File: src/rtl/prg_map_pkg.sv
package prg_map_pkg;

    localparam int SEL_W = 5;   // stored bits of each bank select
    localparam int OFF_W = 13;  // byte offset inside an 8 KiB page

    typedef enum logic [2:0] {
        WIN_NONE,
        WIN_RAM,
        WIN_LO,
        WIN_MID,
        WIN_HI,
        WIN_TOP
    } win_e;

    typedef struct packed {
        logic [SEL_W-1:0] sel_lo;
        logic [SEL_W-1:0] sel_mid;
        logic             swap;
        logic             ram_en;
    } map_cfg_t;

    function automatic win_e win_of(input logic [2:0] page);
        case (page)
            3'b011:  return WIN_RAM;
            3'b100:  return WIN_LO;
            3'b101:  return WIN_MID;
            3'b110:  return WIN_HI;
            3'b111:  return WIN_TOP;
            default: return WIN_NONE;
        endcase
    endfunction

endpackage

File: src/rtl/prg_map_decode.sv
module prg_map_decode #(
    parameter int IDX_LO_BIT = 0,
    parameter int IDX_HI_BIT = 1
) (
    input  logic [15:0] cpu_addr,
    input  logic        cpu_wr,
    output logic        hit_sel_lo,
    output logic        hit_sel_mid,
    output logic        hit_ctrl,
    output logic        hit_ext
);

    logic [1:0] slot;
    logic       reg_wr;
    logic       unused_addr;

    generate
        if (IDX_LO_BIT == IDX_HI_BIT || IDX_LO_BIT > 11 || IDX_HI_BIT > 11) begin : g_bad_idx
            initial $error("slot index lines must be two distinct bits below 12");
        end
    endgenerate

    assign slot        = {cpu_addr[IDX_HI_BIT], cpu_addr[IDX_LO_BIT]};
    assign reg_wr      = cpu_wr && cpu_addr[15];
    assign unused_addr = ^cpu_addr[11:0];

    always_comb begin
        hit_sel_lo  = 1'b0;
        hit_sel_mid = 1'b0;
        hit_ctrl    = 1'b0;
        hit_ext     = 1'b0;
        if (reg_wr) begin
            unique case (cpu_addr[14:12])
                3'b000:  hit_sel_lo  = 1'b1;
                3'b010:  hit_sel_mid = 1'b1;
                3'b001: begin
                    hit_ctrl = (slot == 2'd2);
                    hit_ext  = (slot == 2'd3);
                end
                default: ;
            endcase
        end
    end

endmodule

File: src/rtl/prg_map_regs.sv
module prg_map_regs
    import prg_map_pkg::*;
(
    input  logic       clk,
    input  logic       rst_n,
    input  logic [7:0] cpu_data,
    input  logic       hit_sel_lo,
    input  logic       hit_sel_mid,
    input  logic       hit_ctrl,
    input  logic       hit_ext,
    output map_cfg_t   cfg,
    output logic       ext_sel_n
);

    logic unused_data;
    assign unused_data = ^cpu_data[7:SEL_W];

    always_ff @(posedge clk or negedge rst_n) begin
        if (!rst_n) begin
            cfg       <= '0;
            ext_sel_n <= 1'b1;
        end else begin
            ext_sel_n <= !hit_ext;
            if (hit_sel_lo)  cfg.sel_lo  <= cpu_data[SEL_W-1:0];
            if (hit_sel_mid) cfg.sel_mid <= cpu_data[SEL_W-1:0];
            if (hit_ctrl) begin
                cfg.ram_en <= cpu_data[0];
                cfg.swap   <= cpu_data[1];
            end
        end
    end

endmodule

File: src/rtl/prg_map_xlate.sv
module prg_map_xlate
    import prg_map_pkg::*;
#(
    parameter  int ROM_BANKS = 32,
    localparam int BANK_W    = $clog2(ROM_BANKS),
    localparam int ROM_AW    = BANK_W + OFF_W
) (
    input  logic [15:0]       cpu_addr,
    input  logic              cpu_wr,
    input  map_cfg_t          cfg,
    output logic [ROM_AW-1:0] rom_addr,
    output logic              rom_ce,
    output logic              ram_ce,
    output logic              open_bus
);

    localparam logic [BANK_W-1:0] LAST_BANK   = BANK_W'(ROM_BANKS - 1);
    localparam logic [BANK_W-1:0] SECOND_BANK = BANK_W'(ROM_BANKS - 2);

    win_e              win;
    logic [BANK_W-1:0] bank;
    logic [BANK_W-1:0] lo_bank;
    logic [BANK_W-1:0] mid_bank;

    generate
        if (BANK_W > SEL_W || ROM_BANKS < 2 || (1 << BANK_W) != ROM_BANKS) begin : g_bad_size
            initial $error("ROM_BANKS must be a power of two from 2 to 32");
        end
        if (BANK_W < SEL_W) begin : g_narrow
            logic unused_sel;
            assign unused_sel = ^{cfg.sel_lo[SEL_W-1:BANK_W], cfg.sel_mid[SEL_W-1:BANK_W]};
        end
    endgenerate

    assign win      = win_of(cpu_addr[15:13]);
    assign lo_bank  = cfg.sel_lo[BANK_W-1:0];
    assign mid_bank = cfg.sel_mid[BANK_W-1:0];

    always_comb begin
        bank     = '0;
        rom_ce   = 1'b0;
        ram_ce   = 1'b0;
        open_bus = 1'b0;
        unique case (win)
            WIN_RAM: begin
                ram_ce   = cfg.ram_en;
                open_bus = !cfg.ram_en && !cpu_wr;
            end
            WIN_LO: begin
                bank   = cfg.swap ? SECOND_BANK : lo_bank;
                rom_ce = !cpu_wr;
            end
            WIN_MID: begin
                bank   = mid_bank;
                rom_ce = !cpu_wr;
            end
            WIN_HI: begin
                bank   = cfg.swap ? lo_bank : SECOND_BANK;
                rom_ce = !cpu_wr;
            end
            WIN_TOP: begin
                bank   = LAST_BANK;
                rom_ce = !cpu_wr;
            end
            WIN_NONE: ;
        endcase
    end

    assign rom_addr = {bank, cpu_addr[OFF_W-1:0]};

endmodule

File: src/rtl/banked_prg_mapper.sv
module banked_prg_mapper
    import prg_map_pkg::*;
#(
    parameter  int ROM_BANKS  = 32,
    parameter  int IDX_LO_BIT = 0,
    parameter  int IDX_HI_BIT = 1,
    localparam int BANK_W     = $clog2(ROM_BANKS),
    localparam int ROM_AW     = BANK_W + OFF_W
) (
    input  logic              clk,
    input  logic              rst_n,
    input  logic [15:0]       cpu_addr,
    input  logic [7:0]        cpu_data,
    input  logic              cpu_wr,
    output logic [ROM_AW-1:0] rom_addr,
    output logic              rom_ce,
    output logic              ram_ce,
    output logic              open_bus,
    output logic              ext_sel_n
);

    logic     hit_sel_lo;
    logic     hit_sel_mid;
    logic     hit_ctrl;
    logic     hit_ext;
    map_cfg_t cfg;
    logic     swap_mode;
    logic     ram_en;

    prg_map_decode #(
        .IDX_LO_BIT (IDX_LO_BIT),
        .IDX_HI_BIT (IDX_HI_BIT)
    ) u_decode (
        .cpu_addr    (cpu_addr),
        .cpu_wr      (cpu_wr),
        .hit_sel_lo  (hit_sel_lo),
        .hit_sel_mid (hit_sel_mid),
        .hit_ctrl    (hit_ctrl),
        .hit_ext     (hit_ext)
    );

    prg_map_regs u_regs (
        .clk         (clk),
        .rst_n       (rst_n),
        .cpu_data    (cpu_data),
        .hit_sel_lo  (hit_sel_lo),
        .hit_sel_mid (hit_sel_mid),
        .hit_ctrl    (hit_ctrl),
        .hit_ext     (hit_ext),
        .cfg         (cfg),
        .ext_sel_n   (ext_sel_n)
    );

    prg_map_xlate #(
        .ROM_BANKS (ROM_BANKS)
    ) u_xlate (
        .cpu_addr (cpu_addr),
        .cpu_wr   (cpu_wr),
        .cfg      (cfg),
        .rom_addr (rom_addr),
        .rom_ce   (rom_ce),
        .ram_ce   (ram_ce),
        .open_bus (open_bus)
    );

    assign swap_mode = cfg.swap;
    assign ram_en    = cfg.ram_en;

endmodule

File: config.mk
export PLATFORM = sky130hd
export DESIGN_NAME = banked_prg_mapper
export DESIGN_NICKNAME = d
export VERILOG_FILES = /design/src/rtl/prg_map_pkg.sv /design/src/rtl/prg_map_decode.sv /design/src/rtl/prg_map_regs.sv /design/src/rtl/prg_map_xlate.sv /design/src/rtl/banked_prg_mapper.sv
export SDC_FILE = /design/constraint.sdc
export NUM_CORES = 1
export LEC_CHECK = 0
export ABC_CLOCK_PERIOD_IN_PS = 1500
export BUFFER_PORTS_ARGS = -buffer_cell sky130_fd_sc_hd__buf_2
export CORE_MARGIN = 2
export CORE_UTILIZATION = 30
export DETAILED_ROUTE_END_ITERATION = 7
export PLACE_DENSITY = 0.68
export SYNTH_ARGS = -nofsm -noshare
export SYNTH_HDL_FRONTEND = slang
export SYNTH_HIERARCHICAL = 1
export SYNTH_SLANG_ARGS = --single-unit
File: constraint.sdc
create_clock -name clk -period 1.5 [get_ports clk]
set_clock_uncertainty 0.05 [all_clocks]
set_input_delay 0.3 -clock clk [delete_from_list [all_inputs] [get_ports clk]]
set_output_delay 0.3 -clock clk [all_outputs]
set_load 0.02 [all_outputs]
==> impl_metrics.toml <==
[outcome]
status = "finished with violations"
failed_checks = "negative setup slack"

[floorplan]
initial_core_util_pct = 30.74
die_width_um = 56.47
die_h_um = 56.47
rows = 19
die_area_um2 = 3188
boundaryPins = 49
core_um2 = 2686

[synthesis]
avgSynthCellArea_um2 = 11.31
seq_area_frac_synth_pct = 39.55
synthesis.area_um2 = 825.8
ys_ff_latch = 13
synth.net_count = 100
syn_inst = 73
yosysWarningCount = 6
synth_cell_types = 21

[sta]
setup_viol = 5
slew_headroom_pct = 80.46
drv_slew = 0
tightest_slew_ps = 293.0
postLayoutSetupSlackWorst_ps = -277.6
hold_viol = 0
fmax_mhz = 562.6
fin_crit_ps = 1778
rsz0062_at_grt = "true"
fin_crit_sh_pct = 118.5

[drt]
drcViolationCount = 0
num_vias = 623
drt_iter0_drc = 14
first_pass_iters = 4
via_per_inst = 4.867
ant_nets = 0
wirelength_mm = 1.685
wire_per_inst_um = 13.16

[place]
hpwl_mm = 1.282
io_buffers = 25
placed_cell_area_um2 = 922.1
place_ws_ps = -33.47
dp.cells = 121
place.gp.congestion = 0.7986

[finish]
finalNonFillerCells = 128
num_antenna_cells = 0
fin_nets = 125
drive_gt1_share_pct = 67.01
final_util_pct = 37.87
final_cell_area_um2 = 1017
area_growth_pct = 23.18

[global_routing]
grt_pass1_wl_mm = 2.753
grt_overflow = 0
first_global_vias = 598
antenna_found_initial = 0
grt_start_max_net_pins = 17
grt.total_usage_pct = 11.07

[pwr]
power_density_nw_per_um2 = 946.4
total_power_uw = 962.7
leakage_nw = 0.4874
ir_drop_v = 0.0007038

[setup_path]
cp.required_ps = 1150
cp-start-kind = "flip-flop"
crit_path_cell_trace = "nor3_1 -> a21oi_1 -> o221a_1 -> buf_2"
worstReg2RegStart = "u_regs/cfg[0]"
crit_start = "u_regs/cfg[1]"
critPathCaptureType = "output port"
slowest_stage = "dfrtp_2"
cp_num_buf_inv = 1
critPathArrivalTime_ps = 1430
path_class = "flip-flop to output port"
path_delay_family = "flip-flops"
critPathMaxStageDelay_ps = 480
crit_fanout = 8

[clocking]
cts_root_buf = "clkbuf_4"
cts_max_level = 1
clockBufferDepth = 2
cts_num_sinks = 13
clock_latency_ps = 270
numCtsBuffers = 3
cts_tree = "built"
path_clk_slew_ps = 80

[run]
max-cap-violations = 0

[worst_hold_path]
hp-class = "input port to flip-flop"
hp-start = "cpu_data[2]"
-- cell usage after synthesis --
cell	n	share of area (%)
nor3_1	6	3.6
o221a_2	2	2.7
dfstp_2	1	3.2
dfrtp_1	12	36
nand3b_1	1	0.91
nor4_1	1	0.76
a21o_2	1	1.1
a21oi_1	4	2.4
buf_4	13	12
nand2_1	1	0.45
nor3_2	1	1.2
inv_1	6	2.7
nand3b_4	2	4.8
a221oi_1	1	1.1
nor2b_1	2	1.5
nor3b_1	1	0.91
o221a_1	2	2.7
nor3b_2	1	1.5
nor4b_1	1	1.1
mux2_2	12	16
buf_6	2	2.7
-- area by class of cell --
cell class	count	area [µm²]
fillers	271	1669
multi-input cells	39	390.4
flip-flops and latches	13	327.8
repair buffers	35	210.2
well taps	31	38.79
clock buffers	3	22.52
inverters	6	22.52
clock inverters	1	5.005
-- where the power goes --
group | total [mW] | switching (mW) | internal, mW
Clock | 0.211 | 0.112 | 0.0987
Sequential | 0.478 | 0.0568 | 0.421
Combinational | 0.274 | 0.125 | 0.149
Total | 0.963 | 0.293 | 0.669
-- placed cells by master (no fill, tap or decap) --
cell type and n:
nand3b_4 2, buf_2 22, nor4b_2 1, nor4_2 1
nor3b_2 2, dlygate4sd3_1 1, nand3b_1 1, o221a_1 2
nor2b_1 2, clkinv_2 1, dfrtp_1 11, dfstp_2 1
clkbuf_4 4, a21oi_1 4, dfrtp_2 1, nor3_1 4
buf_4 11, a21o_2 1, inv_1 6, a221oi_2 1
nand2_1 1, mux2_2 12, o221a_2 2, nor3_2 3
-- registers in the layout (all words and copies together) (netlist names) --
name and count:
u_regs/cfg 12, u_regs/ext_sel_n 1
-- routing by layer --
layer	global-route usage, %	wire, µm	up-vias
met5	0	0	-
met1	14.45	755	289
met4	4.762	15	0
met2	16.28	745	32
met3	4.147	169	6
li1	-	-	296
-- path summary, 6_finish.rpt --
kind | end | slack (ps) | depth (start not counted)
worst max-delay path | rom_addr[14] | -280 | 4
worst min-delay path | u_regs/cfg[9] | 220 | 2
worst max register to register | u_regs/cfg[0] | 560 | 2
worst min register to register | u_regs/cfg[3] | 470 | 1
max in group asynchronous | u_regs/ext_sel_n | 740 | 2
min in group asynchronous | u_regs/cfg[9] | 380 | 2
-- cells by family after synthesis --
family	count (synthesis)	synth area share, %
flops	13	39.55
simple gates	17	16.82
mux	12	16.36
buf+inv	21	17.27
compound gates	10	10.00
-- timing repair --
item | CTS | global route
hold endpoints to repair | 12 | 0
gates resized for setup | 4 | 6
hold buffers | 1 | 0
setup buffers | 2 | 0
setup endpoints to repair | 6 | 6
pin swaps | 1 | 1
-- worst reg2reg max path, cell delays in order, from the launching register on --
cell and delay (ps):
dfrtp_1 400, buf_4 140, mux2_2 240
-- stage by stage --
step | hold slack, ps | setup TNS, ps
2_1_floorplan | -45.59 | 0
3_3_place_gp | 145.7 | -63.27
4_1_cts | 207.3 | -1281
3_5_place_dp | 150.3 | -91.34
5_1_grt | 213.4 | -1643
6_report | 218.5 | -1279
Note: power is estimated with default switching activity, not from simulation.
